--- src/rtl/cdec_pkg.sv ---
package cdec_pkg;
  localparam int INSTR_W = 16;
  localparam int DATA_W  = 32;
  localparam int CLS_W   = 5;
  localparam int REG_W   = 4;
  localparam int OP_W    = 4;
  localparam int LIST_W  = 8;
  localparam int NUM_CLS = 22;
  localparam logic [REG_W-1:0] REG_SP = 4'd13;
  localparam logic [REG_W-1:0] REG_PC = 4'd15;

  typedef enum logic [CLS_W-1:0] {
    CLS_ADDSUB_REG = 5'd0,  CLS_ADDSUB_IMM = 5'd1,  CLS_SHIFT    = 5'd2,
    CLS_IMM8       = 5'd3,  CLS_ALU        = 5'd4,  CLS_BX       = 5'd5,
    CLS_ALU_HI     = 5'd6,  CLS_LIT        = 5'd7,  CLS_LS_REG   = 5'd8,
    CLS_LS_WORD    = 5'd9,  CLS_LS_BYTE    = 5'd10, CLS_LS_HALF  = 5'd11,
    CLS_LS_SP      = 5'd12, CLS_ADDR_GEN   = 5'd13, CLS_SP_ADJ   = 5'd14,
    CLS_PUSH_POP   = 5'd15, CLS_LS_MULTI   = 5'd16, CLS_TRAP     = 5'd17,
    CLS_BR_COND    = 5'd18, CLS_BR_SHORT   = 5'd19, CLS_BL_HI    = 5'd20,
    CLS_BL_LO      = 5'd21, CLS_UNDEF      = 5'd31
  } cls_e;

  // index = class code = priority (lower wins)
  localparam logic [INSTR_W-1:0] MATCH_MASK [NUM_CLS] = '{
    16'hFC00, 16'hFC00, 16'hE000, 16'hE000, 16'hFC00, 16'hFF80,
    16'hFC00, 16'hF800, 16'hF000, 16'hF000, 16'hF000, 16'hF000,
    16'hF000, 16'hF000, 16'hFF00, 16'hF600, 16'hF000, 16'hFF00,
    16'hF000, 16'hF800, 16'hF800, 16'hF800};
  localparam logic [INSTR_W-1:0] MATCH_VAL [NUM_CLS] = '{
    16'h1800, 16'h1C00, 16'h0000, 16'h2000, 16'h4000, 16'h4700,
    16'h4400, 16'h4800, 16'h5000, 16'h6000, 16'h7000, 16'h8000,
    16'h9000, 16'hA000, 16'hB000, 16'hB400, 16'hC000, 16'hDF00,
    16'hD000, 16'hE000, 16'hF000, 16'hF800};
endpackage

--- src/rtl/cdec_classify.sv ---
module cdec_classify
  import cdec_pkg::*;
(
  input  logic [INSTR_W-1:0] instr_i,
  output cls_e               cls_o,
  output logic               undef_o
);
  logic [NUM_CLS-1:0] hit;

  for (genvar g = 0; g < NUM_CLS; g++) begin : g_match
    assign hit[g] = (instr_i & MATCH_MASK[g]) == MATCH_VAL[g];
  end

  // scan from lowest priority up so the first match in order is kept
  always_comb begin
    cls_o   = CLS_UNDEF;
    undef_o = 1'b1;
    for (int i = NUM_CLS - 1; i >= 0; i--) begin
      if (hit[i]) begin
        cls_o   = cls_e'(CLS_W'(i));
        undef_o = 1'b0;
      end
    end
  end
endmodule

--- src/rtl/cdec_fields.sv ---
module cdec_fields
  import cdec_pkg::*;
(
  input  cls_e              cls_i,
  input  logic [12:0]       instr_i,
  output logic [REG_W-1:0]  rd_o,
  output logic [REG_W-1:0]  rn_o,
  output logic [REG_W-1:0]  rm_o,
  output logic [OP_W-1:0]   op_o,
  output logic [LIST_W-1:0] list_o
);
  logic [REG_W-1:0] r_lo0, r_lo3, r_lo6, r_mid8, r_hi_dst, r_hi_src;

  assign r_lo0    = {1'b0, instr_i[2:0]};
  assign r_lo3    = {1'b0, instr_i[5:3]};
  assign r_lo6    = {1'b0, instr_i[8:6]};
  assign r_mid8   = {1'b0, instr_i[10:8]};
  assign r_hi_dst = {instr_i[7], instr_i[2:0]};
  assign r_hi_src = instr_i[6:3];

  always_comb begin
    rd_o   = '0;
    rn_o   = '0;
    rm_o   = '0;
    op_o   = '0;
    list_o = '0;
    unique case (cls_i)
      CLS_ADDSUB_REG: begin
        op_o = {3'b0, instr_i[9]}; rd_o = r_lo0; rn_o = r_lo3; rm_o = r_lo6;
      end
      CLS_ADDSUB_IMM: begin
        op_o = {3'b0, instr_i[9]}; rd_o = r_lo0; rn_o = r_lo3;
      end
      CLS_SHIFT: begin
        op_o = {2'b0, instr_i[12:11]}; rd_o = r_lo0; rn_o = r_lo3;
      end
      CLS_IMM8: begin
        op_o = {2'b0, instr_i[12:11]}; rd_o = r_mid8; rn_o = r_mid8;
      end
      CLS_ALU: begin
        op_o = instr_i[9:6]; rd_o = r_lo0; rn_o = r_lo0; rm_o = r_lo3;
      end
      CLS_BX: rm_o = r_hi_src;
      CLS_ALU_HI: begin
        op_o = {2'b0, instr_i[9:8]}; rd_o = r_hi_dst; rn_o = r_hi_dst;
        rm_o = r_hi_src;
      end
      CLS_LIT: begin
        rd_o = r_mid8; rn_o = REG_PC;
      end
      CLS_LS_REG: begin
        op_o = {1'b0, instr_i[11:9]}; rd_o = r_lo0; rn_o = r_lo3; rm_o = r_lo6;
      end
      CLS_LS_WORD, CLS_LS_BYTE, CLS_LS_HALF: begin
        op_o = {3'b0, instr_i[11]}; rd_o = r_lo0; rn_o = r_lo3;
      end
      CLS_LS_SP: begin
        op_o = {3'b0, instr_i[11]}; rd_o = r_mid8; rn_o = REG_SP;
      end
      CLS_ADDR_GEN: begin
        op_o = {3'b0, instr_i[11]}; rd_o = r_mid8;
        rn_o = instr_i[11] ? REG_SP : REG_PC;
      end
      CLS_SP_ADJ: begin
        op_o = {3'b0, instr_i[7]}; rd_o = REG_SP; rn_o = REG_SP;
      end
      CLS_PUSH_POP: begin
        op_o = {2'b0, instr_i[11], instr_i[8]}; rn_o = REG_SP;
        list_o = instr_i[7:0];
      end
      CLS_LS_MULTI: begin
        op_o = {3'b0, instr_i[11]}; rn_o = r_mid8; list_o = instr_i[7:0];
      end
      CLS_BR_COND: op_o = instr_i[11:8];
      default: ;
    endcase
  end
endmodule

--- src/rtl/cdec_imm.sv ---
module cdec_imm
  import cdec_pkg::*;
(
  input  cls_e              cls_i,
  input  logic [10:0]       instr_i,
  output logic [DATA_W-1:0] imm_o
);
  localparam int W = DATA_W;

  always_comb begin
    imm_o = '0;
    unique case (cls_i)
      CLS_ADDSUB_IMM: imm_o = W'(instr_i[8:6]);
      CLS_SHIFT, CLS_LS_BYTE: imm_o = W'(instr_i[10:6]);
      CLS_LS_HALF:  imm_o = W'({instr_i[10:6], 1'b0});
      CLS_LS_WORD:  imm_o = W'({instr_i[10:6], 2'b0});
      CLS_IMM8, CLS_TRAP: imm_o = W'(instr_i[7:0]);
      CLS_LIT, CLS_LS_SP, CLS_ADDR_GEN: imm_o = W'({instr_i[7:0], 2'b0});
      CLS_SP_ADJ:   imm_o = W'({instr_i[6:0], 2'b0});
      CLS_BR_COND:  imm_o = {{(W-9){instr_i[7]}}, instr_i[7:0], 1'b0};
      CLS_BR_SHORT: imm_o = {{(W-12){instr_i[10]}}, instr_i[10:0], 1'b0};
      CLS_BL_HI:    imm_o = {{(W-23){instr_i[10]}}, instr_i[10:0], 12'b0};
      CLS_BL_LO:    imm_o = W'({instr_i[10:0], 1'b0});
      default: ;
    endcase
  end
endmodule

--- src/rtl/cdec_top.sv ---
module cdec_top
  import cdec_pkg::*;
(
  input  logic               clk_i,
  input  logic               rst_ni,
  input  logic               valid_i,
  input  logic [15:0]        instr_i,
  output logic               valid_o,
  output logic [4:0]         class_o,
  output logic               undef_o,
  output logic [3:0]         rd_o,
  output logic [3:0]         rn_o,
  output logic [3:0]         rm_o,
  output logic [3:0]         op_o,
  output logic [31:0]        imm_o,
  output logic [7:0]         list_o
);
  cls_e              cls_d;
  logic              undef_d;
  logic [REG_W-1:0]  rd_d, rn_d, rm_d;
  logic [OP_W-1:0]   op_d;
  logic [LIST_W-1:0] list_d;
  logic [DATA_W-1:0] imm_d;

  cdec_classify u_classify (
    .instr_i (instr_i),
    .cls_o   (cls_d),
    .undef_o (undef_d)
  );

  cdec_fields u_fields (
    .cls_i   (cls_d),
    .instr_i (instr_i[12:0]),
    .rd_o    (rd_d),
    .rn_o    (rn_d),
    .rm_o    (rm_d),
    .op_o    (op_d),
    .list_o  (list_d)
  );

  cdec_imm u_imm (
    .cls_i   (cls_d),
    .instr_i (instr_i[10:0]),
    .imm_o   (imm_d)
  );

  always_ff @(posedge clk_i or negedge rst_ni) begin
    if (!rst_ni) begin
      valid_o <= 1'b0;
      class_o <= '0;
      undef_o <= 1'b0;
      rd_o    <= '0;
      rn_o    <= '0;
      rm_o    <= '0;
      op_o    <= '0;
      imm_o   <= '0;
      list_o  <= '0;
    end else begin
      valid_o <= valid_i;
      if (valid_i) begin
        class_o <= cls_d;
        undef_o <= undef_d;
        rd_o    <= rd_d;
        rn_o    <= rn_d;
        rm_o    <= rm_d;
        op_o    <= op_d;
        imm_o   <= imm_d;
        list_o  <= list_d;
      end
    end
  end

  AST_STROBE_LAT: assert property (@(posedge clk_i) disable iff (!rst_ni)
    valid_i |=> valid_o);
  AST_HOLD_IDLE: assert property (@(posedge clk_i) disable iff (!rst_ni)
    !valid_i |=> $stable(class_o) && $stable(undef_o) && $stable(rd_o) &&
    $stable(rn_o) && $stable(rm_o) && $stable(op_o) && $stable(imm_o) &&
    $stable(list_o));
  AST_UNDEF_BLANK: assert property (@(posedge clk_i) disable iff (!rst_ni)
    undef_o |-> class_o == 5'd31 && imm_o == '0 && list_o == '0 &&
    rd_o == '0 && op_o == '0);
  AST_SHIFT_PRIO: assert property (@(posedge clk_i) disable iff (!rst_ni)
    valid_o && class_o == CLS_SHIFT |-> $past(instr_i[12:11]) != 2'b11);
  AST_BX_PRIO: assert property (@(posedge clk_i) disable iff (!rst_ni)
    valid_o && class_o == CLS_ALU_HI |-> $past(instr_i[9:7]) != 3'b110);
  AST_TRAP_PRIO: assert property (@(posedge clk_i) disable iff (!rst_ni)
    valid_o && class_o == CLS_BR_COND |-> $past(instr_i[11:8]) != 4'hF);
  AST_HI_DST: assert property (@(posedge clk_i) disable iff (!rst_ni)
    valid_o && class_o == CLS_ALU_HI |->
    rd_o == {$past(instr_i[7]), $past(instr_i[2:0])});
  AST_BR_SEXT: assert property (@(posedge clk_i) disable iff (!rst_ni)
    valid_o && class_o == CLS_BR_COND |->
    !imm_o[0] && (imm_o[31:8] == '0 || imm_o[31:8] == '1));
endmodule

--- config.mk ---
export PLATFORM = sky130hd
export DESIGN_NAME = cdec_top
export DESIGN_NICKNAME = d
export VERILOG_FILES = /design/src/rtl/cdec_pkg.sv /design/src/rtl/cdec_classify.sv /design/src/rtl/cdec_fields.sv /design/src/rtl/cdec_imm.sv /design/src/rtl/cdec_top.sv
export SDC_FILE = /design/constraint.sdc
export NUM_CORES = 1
export LEC_CHECK = 0
export CAP_MARGIN = 20
export CORE_MARGIN = 2
export CORE_UTILIZATION = 35
export DETAILED_ROUTE_END_ITERATION = 10
export HOLD_SLACK_MARGIN = 0.05
export REMOVE_ABC_BUFFERS = 1
export SLEW_MARGIN = 5
export SYNTH_ARGS = -nofsm -noshare
export SYNTH_HDL_FRONTEND = slang
export SYNTH_SLANG_ARGS = --single-unit
--- constraint.sdc ---
create_clock -name clk_i -period 1.4 [get_ports clk_i]
set_input_delay 0.21 -clock clk_i [delete_from_list [all_inputs] [get_ports clk_i]]
set_output_delay 0.21 -clock clk_i [all_outputs]
set_load 0.01 [all_outputs]
==> run metrics, run 1 <==
status=finished, violations left; failing checks=negative setup slack; hold path start=valid_i; Clock Tree Root=clkbuf_8; Hold/Removal Path Class=in -> reg; total die area=10200 um2; DRT antenna net count=0; Compound-Gate Fraction of Synth Area=0.296; simple-gate share of the synthesized area=0.203; row count=35; FF-to-FF path depth=5; GRT busiest layer=met2; gr usage total=0.273; max-cap violations=0; CTS clock-pin slew for the worst setup and hold paths=0.11 ns; CP Launch Type=input port; Setup CP Type=in -> reg; DR WL/cell=20.4 um; Peak Freq=596 MHz; largest family of logic cells by synthesized area=compound AO/OA/AOI/OAI gates; Starting DRT DRC Count=237; clock latency at the later pin of the worst-skew pair=0.32 ns; Initial Util=0.358; Hold Path Depth=4; met1 usage=0.371; IO Port Bufs=81; Die Ht=101 um; Max Transition Viols Final=0; Reg-to-Reg Start=imm_o[2]; Worst-Margin Slew=0.465 ns; TritonCTS Buffers=5; drt total wl=13.6 mm; Layout Skew=0 ns; Setup WS post-layout=-0.279 ns; share of layout cells above drive strength 1=0.440; first-pass GRT wire length=21.7 mm; final setup vio count=40; count leader, synth=dfrtp_1; Yosys warning count=0; Overall Power=4420 uW; io pins=82; clk buf depth=2; post-DP HPWL=9.40 mm; sum of negative setup slack=-7.57 ns; Vias/cell=5.74; Syn Inst Count=363; Worst setup EP type=flip-flop; Min Clock Period, post-route=1.68 ns; routability congestion estimate=0.902; synth top area cells=dfrtp_1 (41%), a21oi_1 (6.1%), a221o_1 (5.2%); antenna violations before repair=0; Reg2Reg Setup Slack=-0.20 ns; Critical R2R Capture=imm_o[2]; DRC=0; crit path DAT=1.90 ns; asr flop ratio synth=1.00; clock sinks=54; Crit path required time=1.62 ns; # placed instances=620; number of synthesized flops with an enable pin=0; met2 usage=0.439; Static Leak=0.00267 uW; DIE WIDTH=101 um; vias in the first global route=3896; Area growth syn-to-layout=77.1%; maximum VDD drop=0.459 mV; commonest cells in the synthesized netlist=dfrtp_1 (54), a21oi_1 (40), nor2_1 (38), nand2_1 (22), clkbuf_1 (20); Mapped Avg Cell Area=9.07 um2; post-synth top area share=0.410; CTS tree=built; Seq/Total Area, Yosys=0.410; Critical Path Fanout Max=5; non-filler cells, final=668; cell taking the most area after synthesis=dfrtp_1; final-layout fill cell count=759; n_diodes=0; FF+latch count, synth=54; worst relative slew slack=0.690; drt first pass iters=5; post-synthesis cell area=3290 um2; Hold Fails Final Rpt=0; crit share post-route=1.20; xor and xnor fraction of the mapped netlist area=0.0129; H-tree Lvls=2; core footprint=9200 um2; unrepaired setup endpoints after global routing=true; routed vias=3832; largest net degree at the start of global routing=55; prevailing post-synth register cell=dfrtp_1; Post-Synth Adder-Cell Area=0.00304; PD cells=758 nW/um2; Nets=575; GRT overflow=0; worst hold endpoint=rm_o[2]; GR Layer Usage met3=0.0458; mux cell area share after synthesis=0.00342; Synth cell types=64
-- metal layers --
layer	wire length, um	part of all wire	up-vias
met5	0	0	-
met4	470	0.035	0
met3	785	0.058	35
met2	6520	0.48	159
met1	5840	0.43	1887
li1	-	-	1751
-- worst max-delay path: stages --
cell	delay (ns)
buf_8	0.11
buf_6	0.11
or3b_4	0.38
a311o_1	0.36
nand4_4	0.14
a211oi_4	0.07
o21a_2	0.24
a221o_1	0.26
-- per-stage QoR --
stage	cell area, um2	hold WS, ns	utilization	worst slack [ns]
final	5830	0.347	0.634	-0.279
after global routing	5830	0.375	0.634	-0.311
after CTS	5680	0.336	0.617	-0.274
after detailed placement	4850	0.233	0.527	-1.22
after global placement	4850	0.229	0.527	-1.18
after floorplan	3070	-0.0856	-	-0.664
-- state kept, by name, summed over array words and instances, names as in the netlist --
signal	count
undef_o	1
imm_o	23
op_o	4
rm_o	4
list_o	8
valid_o	1
rd_o	4
class_o	5
rn_o	4
-- cell type report --
| class | instances | area [um2] | share of cell area |
|---|---|---|---|
| repair buffers | 228 | 2050 | 0.351 |
| multi-input cells | 263 | 2180 | 0.374 |
| clock inverters | 3 | 28.8 | 0.00493 |
| inverters | 4 | 15.0 | 0.00257 |
| well taps | 111 | 139 | 0.0238 |
| flip-flops and latches | 54 | 1350 | 0.232 |
| clock buffers | 5 | 68.8 | 0.0118 |
-- where the power goes --
| part | total (uW) | switching [uW] | internal, uW |
|---|---|---|---|
| sequential | 1770 | 76.0 | 1690 |
| clock | 967 | 594 | 373 |
| combinational | 1680 | 838 | 846 |
| total | 4420 | 1510 | 2910 |
-- timing repair --
item,CTS,global route
resized for setup,220,51
endpoints found under the setup margin,116,62
hold buffers,1,0
setup buffers,47,6
hold endpoints to repair,54,0
pin swaps,78,30
gates cloned,2,0
-- worst max-delay path by stage --
stage	endpoint	start
after floorplan	rn_o[1]	instr_i[12]
after global placement	imm_o[17]	instr_i[14]
after detailed placement	imm_o[19]	instr_i[14]
after CTS	op_o[0]	instr_i[12]
after global routing	imm_o[13]	instr_i[13]
final	imm_o[14]	instr_i[13]
-- cells by family (layout without fill, tap and decap cells) --
family          after synthesis  count (layout)
flops                        54              54
compound gates              132             133
xor+xnor                      4               4
buf+inv                      47             240
simple gates                124             124
fa+ha+maj                     1               1
mux                           1               1
-- cell usage in the layout, fill, tap and decap left out, types with 5 or more instances in the layout --
| master | netlist | layout |
|---|---|---|
| a21oi_1 | 40 | 24 |
| a21oi_2 | 0 | 11 |
| a21oi_4 | 1 | 6 |
| a221o_1 | 17 | 17 |
| a221oi_2 | 0 | 7 |
| a22o_1 | 11 | 11 |
| a31oi_1 | 7 | 7 |
| buf_12 | 0 | 5 |
| buf_2 | 10 | 5 |
| buf_4 | 10 | 102 |
| buf_6 | 1 | 39 |
| clkbuf_8 | 0 | 5 |
| clkdlybuf4s15_1 | 0 | 11 |
| clkdlybuf4s50_1 | 0 | 7 |
| dfrtp_1 | 54 | 53 |
| dlygate4sd2_1 | 0 | 53 |
| nand2_1 | 22 | 16 |
| nand2_2 | 0 | 5 |
| nand2b_1 | 7 | 6 |
| nand3_2 | 0 | 5 |
| nand4_1 | 7 | 7 |
| nor2_1 | 38 | 34 |
| nor2b_1 | 8 | 8 |
| nor3_1 | 5 | 5 |
| o211ai_1 | 6 | 6 |
| o21ai_1 | 1 | 5 |
(Power assumes the default switching activity.)
==> run 2, diff against run 1 <==
--- a/config.mk
+++ b/config.mk
@@ -8,6 +8,7 @@
 export CAP_MARGIN = 20
 export CORE_MARGIN = 2
 export CORE_UTILIZATION = 35
+export CTS_CLUSTER_SIZE = 40
 export DETAILED_ROUTE_END_ITERATION = 10
 export HOLD_SLACK_MARGIN = 0.05
 export REMOVE_ABC_BUFFERS = 1
==> results of run 2 <==
Final layout, timing and power as in run 1 (identical DEF).
